===== config.mk =====
export PLATFORM = sky130hd
export DESIGN_NAME = rtc_guard_alarm
export DESIGN_NICKNAME = d
export VERILOG_FILES = /design/src/rtl/rtcg_pkg.sv /design/src/rtl/rtcg_unlock.sv /design/src/rtl/rtcg_regs.sv /design/src/rtl/rtcg_alarm.sv /design/src/rtl/rtc_guard_alarm.sv
export SDC_FILE = /design/constraint.sdc
export NUM_CORES = 1
export LEC_CHECK = 0
export CAP_MARGIN = 20
export CORE_MARGIN = 4
export CORE_UTILIZATION = 30
export CTS_CLUSTER_DIAMETER = 100
export DETAILED_ROUTE_END_ITERATION = 8
export DONT_BUFFER_PORTS = 1
export PLACE_DENSITY = 0.47
export SLEW_MARGIN = 20
export SYNTH_ARGS = -nofsm -noshare
export SYNTH_HDL_FRONTEND = slang
export SYNTH_SLANG_ARGS = --single-unit

===== constraint.sdc =====
create_clock -name clk -period 3.7 [get_ports clk]
set_input_delay 0.74 -clock clk [delete_from_list [all_inputs] [get_ports clk]]
set_output_delay 0.74 -clock clk [all_outputs]
set_load 0.02 [all_outputs]

===== src/rtl/rtcg_pkg.sv =====
// Shared constants for the write-protected RTC front end.
// Assumes an 8-bit byte address space with word-aligned registers.
package rtcg_pkg;
    localparam int NUM_FIELDS   = 7;
    localparam int UNLOCK_LEN   = 7;
    localparam int CTL_W        = NUM_FIELDS + 1;
    localparam int PEND_BIT     = 4;
    localparam logic [7:0] OFS_CTRL  = 8'h20;
    localparam logic [7:0] OFS_DEB   = 8'h2C;
    localparam logic [7:0] OFS_INT   = 8'h30;
    localparam logic [7:0] OFS_TIME  = 8'h40;
    localparam logic [7:0] OFS_ALM   = 8'h60;
    localparam logic [7:0] OFS_ALCTL = 8'h7C;
    localparam logic [7:0] KEY_LO    = 8'h04;
    localparam logic [7:0] KEY_HI    = 8'h1C;

    // Key value expected at a given step of the unlock series
    function automatic logic [7:0] key_word(input logic [2:0] step);
        case (step)
            3'd0:    return 8'hC6;
            3'd1:    return 8'h9A;
            3'd2:    return 8'h59;
            3'd3:    return 8'hA3;
            3'd4:    return 8'h57;
            3'd5:    return 8'h67;
            default: return 8'hD2;
        endcase
    endfunction

    // Key address expected at a given step: one word per step from 0x04
    function automatic logic [7:0] key_addr(input logic [2:0] step);
        return {3'b000, step + 3'd1, 2'b00};
    endfunction
endpackage


===== src/rtl/rtcg_unlock.sv =====
// Key-series tracker. It opens the register write lock after the full
// series of key words arrives in order. Assumes one bus write per cycle
// at most. Once open, the lock stays open until reset.
module rtcg_unlock
    import rtcg_pkg::*;
#(
    parameter int ADDR_W = 8,
    parameter int DATA_W = 32
) (
    input  logic              clk,
    input  logic              rst_n,
    input  logic              wr_i,
    input  logic [ADDR_W-1:0] addr_i,
    input  logic [DATA_W-1:0] wdata_i,
    output logic              unlocked_o
);
    localparam logic [2:0] LAST_STEP = 3'(UNLOCK_LEN - 1);

    logic [2:0] step_q;
    logic       open_q;
    logic       in_keys;
    logic       key_ok;

    // Decode: is this write aimed at the key window, and is it the next key
    always_comb begin
        in_keys = (addr_i >= ADDR_W'(KEY_LO)) && (addr_i <= ADDR_W'(KEY_HI))
                  && (addr_i[1:0] == 2'b00);
        key_ok  = (addr_i == ADDR_W'(key_addr(step_q)))
                  && (wdata_i == DATA_W'(key_word(step_q)));
    end

    // Step the tracker on good keys, restart it on bad ones, latch open at the end
    always_ff @(posedge clk) begin
        if (!rst_n) begin
            step_q <= '0;
            open_q <= 1'b0;
        end else if (wr_i && !open_q && in_keys) begin
            if (key_ok) begin
                if (step_q == LAST_STEP) begin
                    open_q <= 1'b1;
                    step_q <= '0;
                end else begin
                    step_q <= step_q + 3'd1;
                end
            end else begin
                step_q <= '0;
            end
        end
    end

    assign unlocked_o = open_q;
endmodule


===== src/rtl/rtcg_regs.sv =====
// Register file and address decode. It holds the freeze bit, the debounce
// code, the alarm fields and the alarm control byte. It forms the
// time-load request and the pending-clear pulse, and builds the read data.
// Assumes FIELD_W >= CTL_W, FIELD_W > PEND_BIT and FIELD_W >= DEB_W.
module rtcg_regs
    import rtcg_pkg::*;
#(
    parameter int ADDR_W  = 8,
    parameter int DATA_W  = 32,
    parameter int FIELD_W = 8,
    parameter int DEB_W   = 3
) (
    input  logic                          clk,
    input  logic                          rst_n,
    input  logic                          wr_i,
    input  logic [ADDR_W-1:0]             addr_i,
    input  logic [DATA_W-1:0]             wdata_i,
    input  logic                          unlocked_i,
    input  logic [NUM_FIELDS*FIELD_W-1:0] cal_time_i,
    input  logic                          status_i,
    output logic [DATA_W-1:0]             rdata_o,
    output logic                          stop_o,
    output logic [DEB_W-1:0]              deb_o,
    output logic [NUM_FIELDS*FIELD_W-1:0] alm_fields_o,
    output logic [CTL_W-1:0]              alm_ctl_o,
    output logic                          status_clr_o,
    output logic                          tm_wr_o,
    output logic [2:0]                    tm_field_o,
    output logic [FIELD_W-1:0]            tm_value_o
);
    logic                  stop_q;
    logic [DEB_W-1:0]      deb_q;
    logic [CTL_W-1:0]      alctl_q;
    logic [FIELD_W-1:0]    alm_q [NUM_FIELDS];
    logic [NUM_FIELDS-1:0] tsel;
    logic [NUM_FIELDS-1:0] asel;
    logic                  wr_ok;
    logic                  hit_ctrl, hit_deb, hit_int, hit_alctl;
    logic [2:0]            tm_idx;
    logic                  unused_wdata;

    assign unused_wdata = ^wdata_i[DATA_W-1:FIELD_W];

    // Writes count only once the key series has opened the lock
    assign wr_ok     = wr_i && unlocked_i;
    assign hit_ctrl  = (addr_i == ADDR_W'(OFS_CTRL));
    assign hit_deb   = (addr_i == ADDR_W'(OFS_DEB));
    assign hit_int   = (addr_i == ADDR_W'(OFS_INT));
    assign hit_alctl = (addr_i == ADDR_W'(OFS_ALCTL));

    genvar gi;
    generate
        for (gi = 0; gi < NUM_FIELDS; gi++) begin : g_field
            // Per-field word selects for the time and alarm banks
            assign tsel[gi] = (addr_i == ADDR_W'(OFS_TIME) + ADDR_W'(4 * gi));
            assign asel[gi] = (addr_i == ADDR_W'(OFS_ALM) + ADDR_W'(4 * gi));

            // Alarm field storage, written through its own word
            always_ff @(posedge clk) begin
                if (!rst_n)
                    alm_q[gi] <= '0;
                else if (wr_ok && asel[gi])
                    alm_q[gi] <= wdata_i[FIELD_W-1:0];
            end

            assign alm_fields_o[gi*FIELD_W +: FIELD_W] = alm_q[gi];
        end
    endgenerate

    // Scalar control registers: freeze, debounce, alarm control
    always_ff @(posedge clk) begin
        if (!rst_n) begin
            stop_q  <= 1'b1;
            deb_q   <= '0;
            alctl_q <= '0;
        end else if (wr_ok) begin
            if (hit_ctrl)  stop_q  <= wdata_i[0];
            if (hit_deb)   deb_q   <= wdata_i[DEB_W-1:0];
            if (hit_alctl) alctl_q <= wdata_i[CTL_W-1:0];
        end
    end

    // Encode which time field a load request targets
    always_comb begin
        tm_idx = '0;
        for (int i = 0; i < NUM_FIELDS; i++)
            if (tsel[i]) tm_idx = 3'(i);
    end

    assign tm_wr_o      = wr_ok && stop_q && (|tsel);
    assign tm_field_o   = tm_idx;
    assign tm_value_o   = wdata_i[FIELD_W-1:0];
    assign status_clr_o = wr_ok && hit_int && wdata_i[PEND_BIT];

    // Read data mux; anything unselected returns zero
    always_comb begin
        rdata_o = '0;
        if (hit_ctrl)  rdata_o[0]          = stop_q;
        if (hit_deb)   rdata_o[DEB_W-1:0]  = deb_q;
        if (hit_int)   rdata_o[PEND_BIT]   = status_i;
        if (hit_alctl) rdata_o[CTL_W-1:0]  = alctl_q;
        for (int i = 0; i < NUM_FIELDS; i++) begin
            if (tsel[i]) rdata_o[FIELD_W-1:0] = cal_time_i[i*FIELD_W +: FIELD_W];
            if (asel[i]) rdata_o[FIELD_W-1:0] = alm_q[i];
        end
    end

    assign stop_o    = stop_q;
    assign deb_o     = deb_q;
    assign alm_ctl_o = alctl_q;
endmodule


===== src/rtl/rtcg_alarm.sv =====
// Alarm comparator and pending flag. It compares each field whose compare
// enable is set and qualifies the result with the master enable. The flag
// is set on a rising hit and cleared by a pulse; set wins over clear.
// Assumes cal_time_i is synchronous to clk.
module rtcg_alarm
    import rtcg_pkg::*;
#(
    parameter int FIELD_W = 8
) (
    input  logic                          clk,
    input  logic                          rst_n,
    input  logic [NUM_FIELDS*FIELD_W-1:0] cal_time_i,
    input  logic [NUM_FIELDS*FIELD_W-1:0] alm_fields_i,
    input  logic [CTL_W-1:0]              alm_ctl_i,
    input  logic                          clr_i,
    output logic                          hit_o,
    output logic                          status_o,
    output logic                          irq_o
);
    logic [NUM_FIELDS-1:0] fld_ok;
    logic                  hit_q;
    logic                  pend_q;

    genvar gi;
    generate
        for (gi = 0; gi < NUM_FIELDS; gi++) begin : g_cmp
            // A field passes when its compare is off or its values agree
            assign fld_ok[gi] = !alm_ctl_i[NUM_FIELDS - gi]
                || (cal_time_i[gi*FIELD_W +: FIELD_W] == alm_fields_i[gi*FIELD_W +: FIELD_W]);
        end
    endgenerate

    assign hit_o = alm_ctl_i[0] && (&fld_ok);

    // Edge-detect the hit and hold the pending flag until acknowledged
    always_ff @(posedge clk) begin
        if (!rst_n) begin
            hit_q  <= 1'b0;
            pend_q <= 1'b0;
        end else begin
            hit_q <= hit_o;
            if (hit_o && !hit_q)
                pend_q <= 1'b1;
            else if (clr_i)
                pend_q <= 1'b0;
        end
    end

    assign status_o = pend_q;
    assign irq_o    = pend_q && alm_ctl_i[0];
endmodule


===== src/rtl/rtc_guard_alarm.sv =====
// Top level of the write-protected RTC front end. It ties the key
// tracker, the register file and the alarm logic together. The timekeeping
// counter lives outside; it supplies cal_time_i and accepts tm_wr_o loads.
module rtc_guard_alarm
    import rtcg_pkg::*;
#(
    parameter int ADDR_W  = 8,
    parameter int DATA_W  = 32,
    parameter int FIELD_W = 8,
    parameter int DEB_W   = 3
) (
    input  logic                          clk,
    input  logic                          rst_n,
    input  logic                          bus_wr_i,
    input  logic [ADDR_W-1:0]             bus_addr_i,
    input  logic [DATA_W-1:0]             bus_wdata_i,
    output logic [DATA_W-1:0]             bus_rdata_o,
    input  logic [NUM_FIELDS*FIELD_W-1:0] cal_time_i,
    output logic                          cnt_stop_o,
    output logic [DEB_W-1:0]              debounce_o,
    output logic                          tm_wr_o,
    output logic [2:0]                    tm_field_o,
    output logic [FIELD_W-1:0]            tm_value_o,
    output logic                          alarm_irq_o
);
    logic                          unlocked;
    logic                          status;
    logic                          status_clr;
    logic                          hit;
    logic [CTL_W-1:0]              alm_ctl;
    logic [NUM_FIELDS*FIELD_W-1:0] alm_fields;

    rtcg_unlock #(.ADDR_W(ADDR_W), .DATA_W(DATA_W)) u_unlock (
        .clk        (clk),
        .rst_n      (rst_n),
        .wr_i       (bus_wr_i),
        .addr_i     (bus_addr_i),
        .wdata_i    (bus_wdata_i),
        .unlocked_o (unlocked)
    );

    rtcg_regs #(.ADDR_W(ADDR_W), .DATA_W(DATA_W), .FIELD_W(FIELD_W), .DEB_W(DEB_W)) u_regs (
        .clk          (clk),
        .rst_n        (rst_n),
        .wr_i         (bus_wr_i),
        .addr_i       (bus_addr_i),
        .wdata_i      (bus_wdata_i),
        .unlocked_i   (unlocked),
        .cal_time_i   (cal_time_i),
        .status_i     (status),
        .rdata_o      (bus_rdata_o),
        .stop_o       (cnt_stop_o),
        .deb_o        (debounce_o),
        .alm_fields_o (alm_fields),
        .alm_ctl_o    (alm_ctl),
        .status_clr_o (status_clr),
        .tm_wr_o      (tm_wr_o),
        .tm_field_o   (tm_field_o),
        .tm_value_o   (tm_value_o)
    );

    rtcg_alarm #(.FIELD_W(FIELD_W)) u_alarm (
        .clk          (clk),
        .rst_n        (rst_n),
        .cal_time_i   (cal_time_i),
        .alm_fields_i (alm_fields),
        .alm_ctl_i    (alm_ctl),
        .clr_i        (status_clr),
        .hit_o        (hit),
        .status_o     (status),
        .irq_o        (alarm_irq_o)
    );
endmodule


==> flow_metrics.tcl <==
set metrics [dict create \
    synth_top_cell_by_area "edfxtp_1" \
    worstPathMaxFanout 11 \
    postCtsSetupBuffers 0 \
    die_h_um 147.4 \
    synth-edff-count 56 \
    root_buffer "clkbuf_16" \
    cts.path.max_buffers 2 \
    startpoint_type "input pin" \
    clock_skew_ns 0.003325 \
    p_leak_nw 2.018 \
    mostFrequentLayoutCells "and2_1, edfxtp_1, xnor2_1, nor2_1, o21ai_0" \
    fin_nets 737 \
    vias 5017 \
    ir_drop_uv 191.4 \
    grt_use_total 0.2104 \
    ys.flop_type "edfxtp_1" \
    hold_path_class "reg2reg" \
    min_path_cells 2 \
    clk_latency_ns 0.34 \
    grt_pass1_wl_um 34020 \
    cts.sinks 74 \
    finalCritPeriodShare 0.9234 \
    tightest_slew_ns 0.7967 \
    start_util 0.3083 \
    r2r_end "u_unlock.unlocked_o" \
    postCtsHoldBufs 0 \
    post-route-cell-area_um2 6322 \
    ys_async_sr_fraction 0 \
    cp-end-kind "primary output" \
    fin_util 0.3346 \
    portBuffers 0 \
    fin_tns_setup_ns 0 \
    cp.required_ns 2.96 \
    placed_cells 882 \
    finalNonFillerCells 898 \
    synth.top_cell.area_share 0.2887 \
    final_common_cell "and2_1" \
    chipWidth_um 147.4 \
    worstSetupPathType "in2out" \
    antenna_left 0 \
    hold_start "u_alarm.hit_q" \
    power_density_nw_per_um2 321.2 \
    timing.rr.start "u_unlock.step_q[0]" \
    layout_setup_ws_ns 0.2833 \
    place_hpwl_um 18060 \
    synth_warnings 0 \
    first_global_vias 5091 \
    cp.arrival_ns 2.68 \
    core_area_um2 18890 \
    ios 148 \
    syn_area_per_cell_um2 9.117 \
    ys_seq_area_frac 0.3505 \
    routed_via_density 5.587 \
    reg2reg_slack_ns 1.33 \
    fill_cells 2001 \
    cts_buffers 9 \
    synth_cells 639 \
    drv_cap 0 \
    status "completed" \
    rsz0062_at_grt "false" \
    slew_headroom 0.4551 \
    cts-htree-levels 3 \
    cts_resized 0 \
    die_area_um2 21710 \
    fin_crit_ns 3.417 \
    slew_viol_final 0 \
    pre_cts_slack_ns 0.3132 \
    whs_ns 0.4754 \
    finalSetupViolations 0 \
    rows 50 \
    wirelength_um 23140 \
    rr_worst_depth 8 \
    antenna_cells 0 \
    gp_congestion 0.9772 \
    drive_gt1_frac 0.1034 \
    wl_per_cell_um 25.77 \
    synth.cell_area_um2 5826 \
    ys_ff_latch 74 \
    drtIter0Drc 582 \
    cts_tree "yes" \
    placed_area_um2 6035 \
    ys_top_cells_by_area "edfxtp_1, xnor2_1, and2_1" \
    antenna_found_initial 4 \
    clk_pin_slew_ns 0.06 \
    firstDrtPassIters 5 \
    drc 0 \
    overflow 0 \
    hold_violations 0 \
    power_mw 2.031 \
    syn2layout_area_growth_pct 8.527 \
    fmax_ghz 0.2927 \
    grt_max_degree 51 \
    yosysUniqueCellTypes 80 \
    hold_end "u_alarm.status_o" \
]
==> power breakdown <==
| group | leakage [nW] | internal [mW] | switching [mW] | total, mW |
|---|---|---|---|---|
| Clock | 0.136 | 0.520 | 0.350 | 0.870 |
| Sequential | 0.676 | 0.923 | 0.0311 | 0.955 |
| Combinational | 1.21 | 0.0939 | 0.112 | 0.206 |
| Total | 2.02 | 1.54 | 0.493 | 2.03 |
==> state kept, by name, summed over array words and instances, names as in the netlist <==
| register | cells |
|---|---|
| u_regs.stop_o | 1 |
| u_regs.alm_q | 56 |
| u_regs.deb_o | 3 |
| u_unlock.unlocked_o | 1 |
| u_regs.alm_ctl_o | 8 |
| u_unlock.step_q | 3 |
| u_alarm.status_o | 1 |
| u_alarm.hit_q | 1 |
==> layout make-up <==
type | count | area [µm²] | area share
multi-input combinational | 508 | 3397 | 0.5373
inverter | 8 | 30.03 | 0.004750
clock inverter | 5 | 55.05 | 0.008708
timing repair buffer | 32 | 240.2 | 0.03800
tap | 260 | 325.3 | 0.05145
sequential | 74 | 2042 | 0.3230
clock buffer | 11 | 232.7 | 0.03681
==> how the worst max path moves through the flow <==
| stage | start | to | slack, ns | cells after the start |
|---|---|---|---|---|
| 3_3_place_gp | bus_addr_i[2] | bus_rdata_o[6] | 0.30 | 5 |
| 5_1_grt | bus_addr_i[7] | bus_rdata_o[7] | 0.21 | 6 |
| 2_1_floorplan | bus_addr_i[4] | tm_wr_o | 0.33 | 6 |
| 6_report | bus_addr_i[7] | bus_rdata_o[2] | 0.28 | 8 |
| 4_1_cts | bus_addr_i[3] | bus_rdata_o[1] | 0.32 | 5 |
| 3_5_place_dp | bus_addr_i[3] | bus_rdata_o[1] | 0.31 | 5 |
==> worst max-delay path: stages <==
cell,delay [ns]
nor3_4,0.03
buf_4,0.13
nor2b_1,0.12
buf_4,0.17
and3_1,0.26
a222oi_1,0.59
o21ai_0,0.27
a31o_1,0.36
==> cell usage after synthesis, drive strengths merged, types with 3 or more instances <==
| cell type | number |
|---|---|
| and2 | 60 |
| edfxtp | 56 |
| buf | 55 |
| xnor2 | 52 |
| nor2 | 49 |
| o21ai | 46 |
| nand2 | 30 |
| nand4 | 21 |
| a21oi | 20 |
| dfxtp | 18 |
| nor2b | 18 |
| clkbuf | 17 |
| mux2i | 16 |
| nand3 | 13 |
| o22ai | 13 |
| nor4 | 12 |
| nor3 | 11 |
| xor2 | 11 |
| a22oi | 9 |
| inv | 8 |
| o211ai | 8 |
| a22o | 6 |
| a221oi | 5 |
| ha | 5 |
| a2bb2oi | 4 |
| a311oi | 4 |
| nand3b | 4 |
| a211oi | 3 |
| a31oi | 3 |
| a32oi | 3 |
| nand2b | 3 |
| nand4b | 3 |
| nor3b | 3 |
| nor4b | 3 |
| o221ai | 3 |
| o2bb2ai | 3 |
| or4 | 3 |
| or4b | 3 |
==> logic make-up after synthesis <==
family	after synthesis	share of synthesized area
AND/OR/NAND/NOR	246	0.2524
AO/OA/AOI/OAI	152	0.1774
buffers and inverters	80	0.08226
flip-flops	74	0.3505
XOR/XNOR	63	0.09472
multiplexers	18	0.03136
adder cells (fa/ha/maj)	5	0.01074
other	1	0.0006437
==> routing by layer <==
layer | routed length (µm) | track usage
met5 | 19 | 0
met4 | 639 | 0.06710
met3 | 1898 | 0.05213
met2 | 11010 | 0.3475
met1 | 9571 | 0.2711
Note: power is estimated with default switching activity, not from simulation.
